==> src/rtl/lcd_pkg.sv <==
package lcd_pkg;

    localparam int LCD_CODE_W = 16;
    localparam int LCD_SEL_W  = 3;
    localparam int LCD_LEN_W  = $clog2(LCD_CODE_W + 1);
    localparam int LCD_PH_W   = $clog2(LCD_CODE_W);

    typedef enum logic [0:0] {
        S_ACQ   = 1'b0,
        S_TRACK = 1'b1
    } trk_state_e;

    // length select: 0..6 -> 1..7 bits, all ones -> full code width
    function automatic logic [LCD_LEN_W-1:0] lcd_len_decode(input logic [LCD_SEL_W-1:0] sel);
        if (sel == '1) begin
            return LCD_LEN_W'(LCD_CODE_W);
        end
        return LCD_LEN_W'(sel) + LCD_LEN_W'(1);
    endfunction

endpackage

==> src/rtl/lcd_history.sv <==
module lcd_history
    import lcd_pkg::*;
(
    input  logic                  clk,
    input  logic                  rst_n,
    input  logic                  rx_i,
    output logic [LCD_CODE_W-1:0] hist_o,
    output logic [LCD_LEN_W-1:0]  fill_o
);

    // bit 0 holds the most recent received bit
    always_ff @(posedge clk or negedge rst_n) begin
        if (!rst_n) begin
            hist_o <= '0;
            fill_o <= '0;
        end else begin
            hist_o <= {hist_o[LCD_CODE_W-2:0], rx_i};
            if (fill_o != LCD_LEN_W'(LCD_CODE_W)) begin
                fill_o <= fill_o + LCD_LEN_W'(1);
            end
        end
    end

    p_fill_cap_r2: assert property (@(posedge clk) disable iff (!rst_n)
        fill_o <= LCD_LEN_W'(LCD_CODE_W));

    p_fill_monotonic_r2: assert property (@(posedge clk) disable iff (!rst_n)
        1'b1 |=> fill_o >= $past(fill_o));

endmodule

==> src/rtl/lcd_rot_match.sv <==
module lcd_rot_match
    import lcd_pkg::*;
(
    input  logic [LCD_CODE_W-1:0] hist_i,
    input  logic [LCD_CODE_W-1:0] code_i,
    input  logic [LCD_LEN_W-1:0]  len_i,
    output logic                  hit_o,
    output logic [LCD_PH_W-1:0]   rot_o
);

    // rotation r matches when the newest len bits equal the code
    // started at phase r; the lowest matching r wins
    always_comb begin : rot_scan
        int  n;
        int  idx;
        logic ok;
        hit_o = 1'b0;
        rot_o = '0;
        n     = int'(len_i);
        idx   = 0;
        ok    = 1'b0;
        for (int r = LCD_CODE_W - 1; r >= 0; r--) begin
            ok = (r < n);
            for (int j = 0; j < LCD_CODE_W; j++) begin
                if (r < n && j < n) begin
                    idx = j - r;
                    if (idx < 0) begin
                        idx = idx + n;
                    end
                    if (hist_i[j] != code_i[LCD_CODE_W - n + idx]) begin
                        ok = 1'b0;
                    end
                end
            end
            if (ok) begin
                hit_o = 1'b1;
                rot_o = LCD_PH_W'(r);
            end
        end
    end

endmodule

==> src/rtl/lcd_tracker.sv <==
module lcd_tracker
    import lcd_pkg::*;
#(
    parameter int WINDOW_BITS = 98304,
    parameter int ERR_SHIFT   = 6
) (
    input  logic                  clk,
    input  logic                  rst_n,
    input  logic [LCD_CODE_W-1:0] hist_i,
    input  logic [LCD_LEN_W-1:0]  fill_i,
    input  logic [LCD_CODE_W-1:0] code_i,
    input  logic [LCD_SEL_W-1:0]  sel_i,
    input  logic                  clr_i,
    output logic                  flag_o
);

    localparam int CNT_W = (WINDOW_BITS > 1) ? $clog2(WINDOW_BITS) : 1;
    localparam int ERR_W = CNT_W + 1;
    localparam int CFG_W = LCD_CODE_W + LCD_SEL_W;
    localparam int LIMIT = WINDOW_BITS >> ERR_SHIFT;
    localparam logic [CNT_W-1:0] LAST_BIT = CNT_W'(WINDOW_BITS - 1);
    localparam logic [ERR_W-1:0] ERR_MAX  = ERR_W'(LIMIT);

    trk_state_e           state_q, state_d;
    logic [LCD_LEN_W-1:0] len;
    logic [CFG_W-1:0]     cfg_q;
    logic                 cfg_chg;
    logic                 hit;
    logic [LCD_PH_W-1:0]  rot;
    logic [LCD_PH_W-1:0]  ph_q, ph_nxt;
    logic [CNT_W-1:0]     bit_q;
    logic [ERR_W-1:0]     err_q, err_sum;
    logic                 exp_bit, mism;
    logic                 acq_go, win_end, win_pass;

    assign len     = lcd_len_decode(sel_i);
    assign cfg_chg = ({code_i, sel_i} != cfg_q);

    lcd_rot_match u_match (
        .hist_i (hist_i),
        .code_i (code_i),
        .len_i  (len),
        .hit_o  (hit),
        .rot_o  (rot)
    );

    assign acq_go   = (state_q == S_ACQ) && !cfg_chg && hit && (fill_i >= len);
    assign exp_bit  = code_i[LCD_CODE_W - 1 - int'(ph_q)];
    assign mism     = (state_q == S_TRACK) && (hist_i[0] != exp_bit);
    assign err_sum  = err_q + ERR_W'(mism);
    assign win_end  = (state_q == S_TRACK) && (bit_q == LAST_BIT);
    assign win_pass = win_end && !cfg_chg && (err_sum <= ERR_MAX);
    assign ph_nxt   = ({1'b0, ph_q} == len - LCD_LEN_W'(1)) ? '0 : ph_q + LCD_PH_W'(1);

    // next-state logic
    always_comb begin
        state_d = state_q;
        unique case (state_q)
            S_ACQ: begin
                if (acq_go) begin
                    state_d = S_TRACK;          // lock
                end
            end
            S_TRACK: begin
                if (cfg_chg) begin
                    state_d = S_ACQ;            // reconfigure
                end else if (win_end && !win_pass) begin
                    state_d = S_ACQ;            // window fail
                end
            end
            default: state_d = S_ACQ;
        endcase
    end

    // state register
    always_ff @(posedge clk or negedge rst_n) begin
        if (!rst_n) begin
            state_q <= S_ACQ;
        end else begin
            state_q <= state_d;
        end
    end

    // phase, window counters and configuration snapshot
    always_ff @(posedge clk or negedge rst_n) begin
        if (!rst_n) begin
            cfg_q <= '0;
            ph_q  <= '0;
            bit_q <= '0;
            err_q <= '0;
        end else begin
            cfg_q <= {code_i, sel_i};
            if (state_q == S_ACQ) begin
                ph_q  <= rot;
                bit_q <= '0;
                err_q <= '0;
            end else begin
                ph_q <= ph_nxt;
                if (win_end) begin
                    bit_q <= '0;
                    err_q <= '0;
                end else begin
                    bit_q <= bit_q + CNT_W'(1);
                    err_q <= err_sum;
                end
            end
        end
    end

    // sticky status output; a passing window outranks a clear
    always_ff @(posedge clk or negedge rst_n) begin
        if (!rst_n) begin
            flag_o <= 1'b0;
        end else if (win_pass) begin
            flag_o <= 1'b1;
        end else if (clr_i) begin
            flag_o <= 1'b0;
        end
    end

    p_phase_range_r1: assert property (@(posedge clk) disable iff (!rst_n)
        (state_q == S_TRACK && !cfg_chg) |-> ({1'b0, ph_q} < len));

    p_rise_at_window_r3: assert property (@(posedge clk) disable iff (!rst_n)
        $rose(flag_o) |-> $past(state_q == S_TRACK && bit_q == LAST_BIT));

    p_err_bound_r4: assert property (@(posedge clk) disable iff (!rst_n)
        (state_q == S_TRACK) |-> (err_q <= {1'b0, bit_q}));

    p_sticky_r7: assert property (@(posedge clk) disable iff (!rst_n)
        (flag_o && !clr_i) |=> flag_o);

    p_fall_on_clear_r8: assert property (@(posedge clk) disable iff (!rst_n)
        $fell(flag_o) |-> $past(clr_i));

    p_cfg_restart_r10: assert property (@(posedge clk) disable iff (!rst_n)
        cfg_chg |=> (state_q == S_ACQ));

endmodule

==> src/rtl/loop_code_detector.sv <==
module loop_code_detector
    import lcd_pkg::*;
#(
    parameter int WINDOW_BITS = 98304,
    parameter int ERR_SHIFT   = 6
) (
    input  logic        clk,
    input  logic        rst_n,
    input  logic        rx_bit,
    input  logic [15:0] up_code,
    input  logic [2:0]  up_len_sel,
    input  logic [15:0] dn_code,
    input  logic [2:0]  dn_len_sel,
    input  logic        status_clr,
    output logic        loop_up_flag,
    output logic        loop_down_flag
);

    localparam int N_CODES = 2;

    logic [LCD_CODE_W-1:0] hist;
    logic [LCD_LEN_W-1:0]  fill;
    logic [LCD_CODE_W-1:0] code_a [N_CODES];
    logic [LCD_SEL_W-1:0]  sel_a  [N_CODES];
    logic                  flag_a [N_CODES];

    assign code_a[0] = up_code;
    assign sel_a[0]  = up_len_sel;
    assign code_a[1] = dn_code;
    assign sel_a[1]  = dn_len_sel;

    lcd_history u_hist (
        .clk    (clk),
        .rst_n  (rst_n),
        .rx_i   (rx_bit),
        .hist_o (hist),
        .fill_o (fill)
    );

    for (genvar c = 0; c < N_CODES; c++) begin : g_code
        lcd_tracker #(
            .WINDOW_BITS (WINDOW_BITS),
            .ERR_SHIFT   (ERR_SHIFT)
        ) u_trk (
            .clk    (clk),
            .rst_n  (rst_n),
            .hist_i (hist),
            .fill_i (fill),
            .code_i (code_a[c]),
            .sel_i  (sel_a[c]),
            .clr_i  (status_clr),
            .flag_o (flag_a[c])
        );
    end

    assign loop_up_flag   = flag_a[0];
    assign loop_down_flag = flag_a[1];

endmodule

==> config.mk <==
export PLATFORM = sky130hd
export DESIGN_NAME = loop_code_detector
export DESIGN_NICKNAME = d
export VERILOG_FILES = /design/src/rtl/lcd_pkg.sv /design/src/rtl/lcd_history.sv /design/src/rtl/lcd_rot_match.sv /design/src/rtl/lcd_tracker.sv /design/src/rtl/loop_code_detector.sv
export SDC_FILE = /design/constraint.sdc
export NUM_CORES = 1
export LEC_CHECK = 0
export BUFFER_PORTS_ARGS = -buffer_cell sky130_fd_sc_hd__buf_4
export CAP_MARGIN = 20
export CORE_ASPECT_RATIO = 0.9
export CORE_MARGIN = 5
export CORE_UTILIZATION = 53
export CTS_CLUSTER_DIAMETER = 120
export DETAILED_ROUTE_END_ITERATION = 7
export PLACE_DENSITY = 0.69
export SYNTH_ARGS = -nofsm -noshare
export SYNTH_HDL_FRONTEND = slang
export SYNTH_SLANG_ARGS = --single-unit
==> constraint.sdc <==
create_clock -name clk -period 5.6 [get_ports clk]
set_clock_uncertainty 0.05 [all_clocks]
set_input_delay 1.12 -clock clk [delete_from_list [all_inputs] [get_ports clk]]
set_output_delay 1.12 -clock clk [all_outputs]
set_load 0.01 [all_outputs]
==> flow_results.org, run 1 <==
** Power and ir drop
- Internal power comes to ~0.0044 W.
- Final Total Pwr :: 0.00808 W
- Maximum VDD drop :: ~0.26 mV
- Switch share :: roughly 46%
- Sequential share of power :: between 10% and 20%
- Net switching power figure :: 0.00372 W
- The clock network burns about 14% of the power.
- In this run the static leakage power is 9.30 nW.
- Total power per unit cell area :: around 330 nW/um^2
- In this run, the combinational gates consume a little under three quarters of the power.

** Worst setup path
- The number of cells on the worst reg-to-reg path is 18.
- The worst register-to-register path ends at g_code[1].u_trk.state_q.
- The critical path is of the in -> reg type.
- The worst setup path is captured at a register.
- For the worst setup path, the data required time is 5.92 ns.
- Reg2reg setup slack :: about 0.67 ns
- Top fanout value on the critical path :: 4
- The worst register-to-register path begins at g_code[1].u_trk.ph_q[0].
- Arr. time, crit path :: between 5 and 6 ns
- Sort of element at the start of the critical path :: input port

** Timing
- Setup violation total in the final timing report :: 0
- Setup slack after layout :: between 0.15 and 0.2 ns
- In this run the tightest slew margin relative to its limit is around a fifth.
- Ratio of final minimum period to clock period :: 97.0%
- Summed over all failing endpoints, the final setup total negative slack is 0 ns.
- Setup repair after global routing left no endpoint under its margin.
- The number of hold violations in the final report came to 0.
- Worst hold slack :: about 0.43 ns
- The number of max-slew violations in the final report was 0.
- After layout, the minimum clock period comes to 5.43 ns.
- At the pin with the least slew margin, the transition time is about 1.2 ns.
- For this run, the top clock speed supported by timing is 0.184 GHz.

** Synth
- Flip-flop cell with the highest count after synthesis :: dfrtp_1
- In this run the cell area of the synthesized design comes to approximately 21000 um^2.
- The number of different library cells used by synthesis comes to about 100.
- Synthesis produced a netlist whose cell count is about 2500.
- Average cell area after synthesis :: roughly 8.5 um^2
- Post-synth ARST share :: 100%
- Synthesized net count :: 2563
- Sequential-to-total area share from yosys stat :: 16.8%
- XOR/XNOR share of the synthesized area :: 27.1%
- The synthesized netlist devotes between 10% and 20% of its cell area to compound gates.
- Area fraction in and, or, nand and nor cells after synthesis :: between 10% and 20%
- Number of warnings printed during yosys synthesis :: 0
- By area, the combinational part of the netlist is dominated by XOR/XNOR gates.
- Multiplexer share of the synthesized area :: 13.3%
- After Yosys synthesis, full adders, half adders and majority gates account for ~4.1% of the synthesized area.
- The synthesized design contains between 100 and 150 register bits.
- Count of flip-flops with a built-in enable after synthesis :: 0

** Place
- Detailed placement HPWL :: 59900 um
- GPL Wtd Cong :: ~1.0
- Summing all placed instances gives a cell area of about 24000 um^2.
- Setup slack at placement :: -0.284 ns
- Port buffering added 43 buffers.

** Worst hold path
- The worst hold path begins at g_code[1].u_trk.bit_q[0].
- Along the worst hold path, the cell count comes to 1.
- The path with the worst hold slack has its endpoint at g_code[1].u_trk.bit_q[0].
- The worst hold path belongs to the class reg -> reg.

** Layout
- In the layout the commonest cells are xnor2_1, buf_4, xor2_1.
- Total Nets Final :: 2701
- From synthesis to final layout, the design area changed by 15.4%.
- In the final layout, the multi-input gates occupy 16500 um^2.
- Sequential cell area :: between 3000 and 4000 um^2
- The finished cells cover ~24000 um^2.
- Of the cells placed in the final design, the portion with a size suffix greater than 1 is between 20% and 30%.
- Filler cell count in the final layout :: ~3400
- Leaving out fill and tap cells, the most frequent cell in the layout is xnor2_1.

** Detailed routing
- In this run the top signal layer used is met5.
- The detailed router finished its first iteration with between 2000 and 3000 violations.
- After detailed routing, the met2 layer carries approximately 34000 um of wire.
- The pre-antenna-repair detailed-routing pass consisted of 6 iterations.
- After detailed routing, the number of vias per cell comes to ~6.7.
- Average detailed-routed wire length per instance :: roughly 26 um
- Summed over all layers, the routed wires come to between 80000 and 90000 um.
- In this run the remaining antenna-violating nets after routing total 0.
- The routed design uses around 12000 um of met3 wire.
- In the routed design, unresolved DRC markers number 0.
- DRT met1 WL :: around 34000 um
- Vias :: 21200

** Clock network
- CTS HTree Levels :: 4
- After clock tree synthesis, the clock-pin slew on the worst setup and hold paths is roughly 0.070 ns.
- Worst-case clock buffer depth :: 2
- Resize count post-CTS :: 0
- For the worst-skew pair, the clock arrives at the later sink with an insertion delay of between 0.4 and 0.5 ns.
- The tree built by TritonCTS fans out to 141 sinks.
- Post-CTS Setup Inserts :: 0
- TritonCTS built the clock tree.
- In this run the clock root is driven by a clkbuf_16.
- Counting the buffers created by CTS gives 17.
- After clock tree synthesis, the flow added hold-fix buffers numbering 0.

** GRT
- Global routing used between 30% and 40% of the available tracks across all layers.
- The initial antenna violation count is 3.
- Total overflow reported by the global router :: 0
- Maximum number of pins on one net before global-route repair :: 94
- The via count of the first global-routing pass is roughly 21000.
- The first global-routing pass estimated roughly 130000 um of wire.

** Status
- Run status :: finished clean

** Floorplan
- Core Box Area :: a little under 40000 um^2
- Die Footprint :: approximately 44000 um^2
- The floorplan has just under 70 rows.
- Measured along the x axis, the die boundary spans 220 um.
- For this configuration, the core starts out at a cell density of around 53%.
- Measured along the y axis, the die boundary spans around 200 um.
- In this run the count of I/O pins placed on the die edge is 44.

** Run
- Count of maximum capacitance violations :: 0
## per-layer routing
layer | vias up | global-route usage [%]
met4 | 2 | 14.0
met1 | 10200 | 52.5
met5 | - | 0
li1 | 9166 | -
met2 | 1530 | 54.3
met3 | 321 | 10.9
## registers in the layout, summed over array words and instances, names as in the netlist
signal	flops
g_code.u_trk.cfg_q	38
g_code.u_trk.bit_q	34
g_code.u_trk.err_q	36
g_code.u_trk.flag_o	2
u_hist.fill_o	5
g_code.u_trk.ph_q	8
u_hist.hist_o	16
g_code.u_trk.state_q	2
## logic make-up (layout without fill, tap and decap cells)
family	count (synthesis)	in the layout
and+or+nand+nor	686	686
xor gates and xnor gates	625	625
AOI/OAI and AO/OA	497	497
buffers and inverters	252	403
muxes	193	193
DFF	141	141
adders and majority gates	65	65
other	0	1
## power by group through the flow
stage          combinational, W  clock [W]  sequential (W)
2_1_floorplan           0.00380          0         0.00109
3_3_place_gp            0.00548          0         0.00115
3_5_place_dp            0.00558          0         0.00115
4_1_cts                 0.00562    0.00116         0.00114
5_1_grt                 0.00607    0.00120         0.00114
6_report                0.00579    0.00115         0.00114
## cell usage after synthesis, drive strengths merged, types with 9 or more instances
cell type	n	area share (%)
clkbuf	113	2.0
a21o	10	0.36
a22oi	18	0.65
o211ai	26	0.96
nand4	30	0.90
nor2	185	3.4
a221oi	10	0.42
nor3	69	1.7
or4	14	0.52
mux4	50	5.4
and3	27	0.81
or2	9	0.27
and2	15	0.45
a2111oi	25	1.2
inv	45	0.83
nor2b	14	0.42
a31oi	30	0.90
nor4	40	1.2
o2111ai	21	0.88
or3	13	0.39
xnor2	403	17
xor2	220	9.4
nand2b	29	0.87
a21oi	98	2.4
nand2	131	2.3
o221ai	23	1.0
dfrtp	141	17
a211oi	25	0.90
ha	54	3.2
o22ai	34	1.1
o32ai	10	0.42
mux2	15	0.81
o21ai	75	1.9
nand3	84	2.0
buf	93	2.4
mux2i	128	7.1
## worst max path at each step
stage / start / endpoint / depth (start not counted)
3_5_place_dp: up_len_sel[0] / g_code[0].u_trk.ph_q[0] / 20
5_1_grt: up_len_sel[0] / g_code[0].u_trk.ph_q[2] / 23
6_report: up_len_sel[0] / g_code[0].u_trk.ph_q[0] / 19
3_3_place_gp: up_len_sel[0] / g_code[0].u_trk.ph_q[0] / 19
2_1_floorplan: dn_len_sel[0] / g_code[1].u_trk.ph_q[2] / 26
4_1_cts: up_len_sel[0] / g_code[0].u_trk.ph_q[0] / 20
## worst max-delay path: stages
cell	delay, ns
buf_4	0.14
ha_4	0.17
ha_4	0.15
or2_1	0.26
ha_4	0.31
inv_1	0.05
ha_1	0.21
fa_1	0.55
mux4_2	0.31
or4_1	0.48
o211ai_1	0.13
nor3_1	0.07
nor4_1	0.36
nand4b_1	0.23
a211oi_2	0.32
nand2b_1	0.10
a2111o_1	0.42
a31oi_1	0.19
a2bb2oi_1	0.18
## cell type report
type                            count  area share [%]
Multi-Input combinational cell   2066            68.4
Sequential cell                   141            14.6
Timing Repair Buffer              325            11.0
Tap cell                          532            2.75
Clock buffer                       20            1.85
Inverter                           46           0.755
Clock inverter                     12           0.559
Antenna cell                        1          0.0103
## metrics by stage
| stage | util (%) | std cells |
|---|---|---|
| 2_1_floorplan | - | 2459 |
| 4_1_cts | 61.5 | 3142 |
| 3_5_place_dp | 60.0 | 3110 |
| 3_3_place_gp | 60.0 | 3110 |
| 5_1_grt | 61.6 | 3142 |
| 6_report | 61.6 | 3143 |
Power figures use the tool's default switching activity.
==> inputs of run 2 (changes only) <==
- SYNTH_HIERARCHICAL: unset -> 1
==> run 2 against run 1 <==
Effect of this change: the flow now finishes with violations (design-rule violations, negative setup slack); clock power shrank 6%; maximum frequency is 4.2% lower; register-to-register slack better by 0.61 ns; utilization is 8.8 points higher; area after synthesis increased by 8.2%; clock-buffer cell count down 3; flip-flop and latch count unchanged; die area rose by 7.8%; sequential power hardly changed; non-clock buffer count grew 341; setup slack lost 0.24 ns; global-route usage grew 2.8 points.
==> flow_results.org, run 2 <==
** Run
- Count of maximum capacitance violations :: 0

** Worst setup path
- STA classifies the critical path startpoint as an input port.
- Top fanout value on the critical path :: 7
- Measured in cells, the most critical reg-to-reg path has a length of 12.
- Required time worst endpoint :: approximately 5.8 ns
- STA puts the critical path data arrival time at 5.92 ns.
- STA classifies the critical path endpoint as a register.
- Classification of the worst setup path :: in -> reg

** Clock network
- CTS clk-pin slew, worst paths :: around 0.06 ns
- Clock latency on the worst-skew pair :: around 0.43 ns
- The H-tree generated during clock tree synthesis spans 4 levels.
- Cts hold-fix bufs :: 0
- TritonCTS Buffers :: 17
- Worst-case clock buffer depth :: 2
- Clock tree from TritonCTS :: yes
- The root buffer cell chosen for the clock tree is clkbuf_16.
- Clock sink count :: 141

** Layout
- Measured on the finished design, the core utilization comes to a little over two thirds.
- Most frequent standard cell in the layout excluding fill and tap cells :: buf_4
- With fillers left out, the area of the finished cells amounts to ~30000 um^2.
- The top cell types in the final layout, fill and taps aside, are buf_4, xnor2_1, nor2_1.
- More flip-flops sit in one register than any other, and that register is g_code.u_trk/cfg_q.
- Area Growth Syn to Fin :: 30.4%
- The largest registers in the layout are g_code.u_trk/cfg_q: 38 flops, g_code.u_trk/err_q: 36 flops, g_code.u_trk/bit_q: 34 flops.
- The register with the most flip-flops in the layout has 38 of them.
- Total Nets Final :: 3354
- In the final layout, the share of cells above drive strength 1 is between 30% and 40%.

** Timing
- Ratio of final minimum period to clock period :: 101%
- Worst Tran Pin Value :: 1.18 ns
- The number of hold violations in the final report is 0.
- Setup violation total in the final timing report :: 2
- Count of pins over their slew limit :: 0
- Static timing analysis puts the maximum clock frequency at 0.176 GHz.
- Unrepaired setup endpoints after global routing :: yes
- Once routing completed, OpenROAD measured the worst setup slack at -0.0725 ns.
- Slew headroom :: 21.3%
- Setup Total Neg Slack :: -0.0751 ns
- Final critical delay including setup and external delays :: 5.67 ns
- Across all hold checks on the routed design, the worst slack comes to 0.431 ns.

** Synth
- Post-synth ARST share :: 100%
- By area, the combinational part of the netlist is dominated by XOR/XNOR gates.
- Sorting the synthesized cells by how often they occur yields xnor2_1, nor2_1, nand2_1, xor2_1, dfrtp_1.
- Post-synthesis compound-gate area fraction :: 18.3%
- Multiplexer share of the synthesized area :: 12.6%
- Area of the mapped netlist :: 22700 um^2
- After Yosys synthesis, full adders, half adders and majority gates account for about 3.6% of the synthesized area.
- Yosys mapped the design onto about 120 distinct sky130hd cell types.
- XOR/XNOR share of the synthesized area :: between 20% and 30%
- Number of warnings printed during yosys synthesis :: 6
- Area fraction in and, or, nand and nor cells after synthesis :: a little over a fifth
- Dominant cell type by area after synthesis :: dfrtp_1
- Leading cell types by total area after synthesis :: dfrtp_1, xnor2_1, xor2_1
- Top cell type's share of synthesized area :: 15.6%
- Count of flip-flops with a built-in enable after synthesis :: 0
- Register bit total from synthesis :: roughly 140
- The most used flip-flop cell after synthesis is dfrtp_1.
- Sequential-to-total area share from yosys stat :: 15.6%
- Gate Count Post-Synth :: roughly 2800
- Synthesized net count :: roughly 2900
- Cell with the most instances after synthesis :: xnor2_1
- Average cell area after synthesis :: 8.19 um^2

** Power and ir drop
- Cell internal pwr :: between 0.005 and 0.006 W
- Clock power frac :: 10.5%
- Net switching is a little under half of the power.
- Summed over all nets, the switching power comes to between 0.004 and 0.005 W.
- In this run the static leakage power is roughly 12 nW.
- Dividing total power by cell area gives a power density of ~350 nW/um^2.
- The worst-case IR drop observed on VDD is slightly above 0.2 mV.
- Share of power burned in combinational logic :: around four fifths
- Sequential cells burn between 10 and 15% of the power.
- Summing internal, switching and leakage power gives ~0.01 W.

** Detailed routing
- Wirelength, routed :: approximately 100000 um
- The first detailed-routing pass ran for 8 iterations.
- The detailed router finished its first iteration with roughly 3700 violations.
- Vias :: between 20000 and 30000
- Ratio of routed vias to standard cells :: between 6 and 7
- Number of antenna-violating nets in the routed design :: 0
- In the final routed layout, each cell accounts on average for approximately 26 um.
- Number of remaining DRC errors :: 2

** Floorplan
- Core Box Area :: about 42000 um^2
- Die Footprint :: around 47000 um^2
- Once the floorplan was initialized, standard cells occupied between 50% and 60% of the core.
- Die Span X :: between 200 and 250 um
- Row Count :: 71
- Vertical extent of the die :: a little over 200 um
- Number of top-level pins :: between 40 and 50

** GRT
- Summed over all layers, the global routing overflow is 0.
- The initial antenna violation count was 0.
- Via count of the first global-routing pass :: around 25000
- The first global-routing pass estimated 148000 um of wire.
- Global routing used 40.1% of the available tracks.
- Maximum number of pins on one net before global-route repair :: 70

** Worst hold path
- Hold depth :: 1
- Class of the tightest hold or removal check :: reg -> reg

** Place
- Detailed placement ended at an HPWL of around 73000 um.
- In this run the tool buffered the top-level ports with 43 buffer cells.
- The congestion estimate from routability-driven global placement came to ~1.1.
- Cell area reported after detailed placement :: 27700 um^2

** Status
- Run status :: complete, but fails checks
- Violations in the final reports :: design-rule violations, negative setup slack
run 2: what timing repair did:
action | CTS | global route
gates resized for setup | 37 | 158
pin swaps | 7 | 67
endpoints found under the setup margin | 10 | 10
setup buffers | 3 | 38
cloned | 0 | 2
run 2: logic make-up after synthesis:
family / Yosys count
xor+xnor: 565
simple gates: 937
mux: 210
fa+ha+maj: 59
flops: 141
buf+inv: 273
compound gates: 585
run 2: worst max-delay path, stage by stage:
cell and delay (ns):
buf_6 0.10, ha_4 0.16, ha_4 0.16, nor2_4 0.12
clkinv_4 0.07, ha_4 0.29, clkinvlp_4 0.12, buf_4 0.16
fa_2 0.44, nor2b_1 0.18, a221oi_2 0.37, a21o_1 0.25
nand2_2 0.08, buf_4 0.17, buf_12 0.15, xor2_1 0.14
o221ai_1 0.24, a21oi_1 0.10, and4_1 0.25, nand2b_1 0.19
nor2_2 0.16, nand4b_1 0.29, and2b_2 0.32, a21boi_0 0.18
o22ai_1 0.11
run 2: metal layers:
layer | share of wire, % | track usage [%] | vias up
met5 | 0 | 0 | -
met2 | 42 | 60.7 | 1840
met1 | 40 | 54.9 | 12400
li1 | - | - | 11100
met4 | 4.5 | 14.6 | 0
met3 | 13 | 11.6 | 392
run 2: cell type report:
class,count,area (um^2)
Antenna cell,1,2.50
Clock buffer,17,425
Clock inverter,15,129
Fill cell,3278,12400
Inverter,71,293
Multi-Input combinational cell,2356,19000
Sequential cell,141,3540
Tap cell,547,684
Timing Repair Buffer,666,5480
run 2: final timing paths:
path / from / end / slack, ns
max in group asynchronous: rst_n / u_hist/hist_o[7] / 3.68
hold / removal: g_code[1].u_trk/flag_o / g_code[1].u_trk/flag_o / 0.43
hold reg to reg: g_code[1].u_trk/flag_o / g_code[1].u_trk/flag_o / 0.43
setup reg to reg: g_code[0].u_trk/ph_q[0] / g_code[0].u_trk/state_q / 1.28
setup / recovery: up_len_sel[1] / g_code[0].u_trk/state_q / -0.07
min in group asynchronous: rst_n / g_code[0].u_trk/bit_q[7] / 0.54
run 2: per-stage QoR:
step,cells,setup slack [ns]
global route,3813,-0.213
floorplan,2770,-0.467
detailed placement,3738,-0.646
CTS,3773,0.00591
finish,3814,-0.0725
global placement,3738,-0.595
run 2: power by group through the flow:
stage / Sequential (W) / Clock [W] / Combinational, W
2_1_floorplan: 0.00109 / 0 / 0.00423
6_report: 0.00114 / 0.00108 / 0.00807
3_5_place_dp: 0.00116 / 0 / 0.00714
4_1_cts: 0.00114 / 0.00110 / 0.00729
3_3_place_gp: 0.00116 / 0 / 0.00704
5_1_grt: 0.00115 / 0.00114 / 0.00842
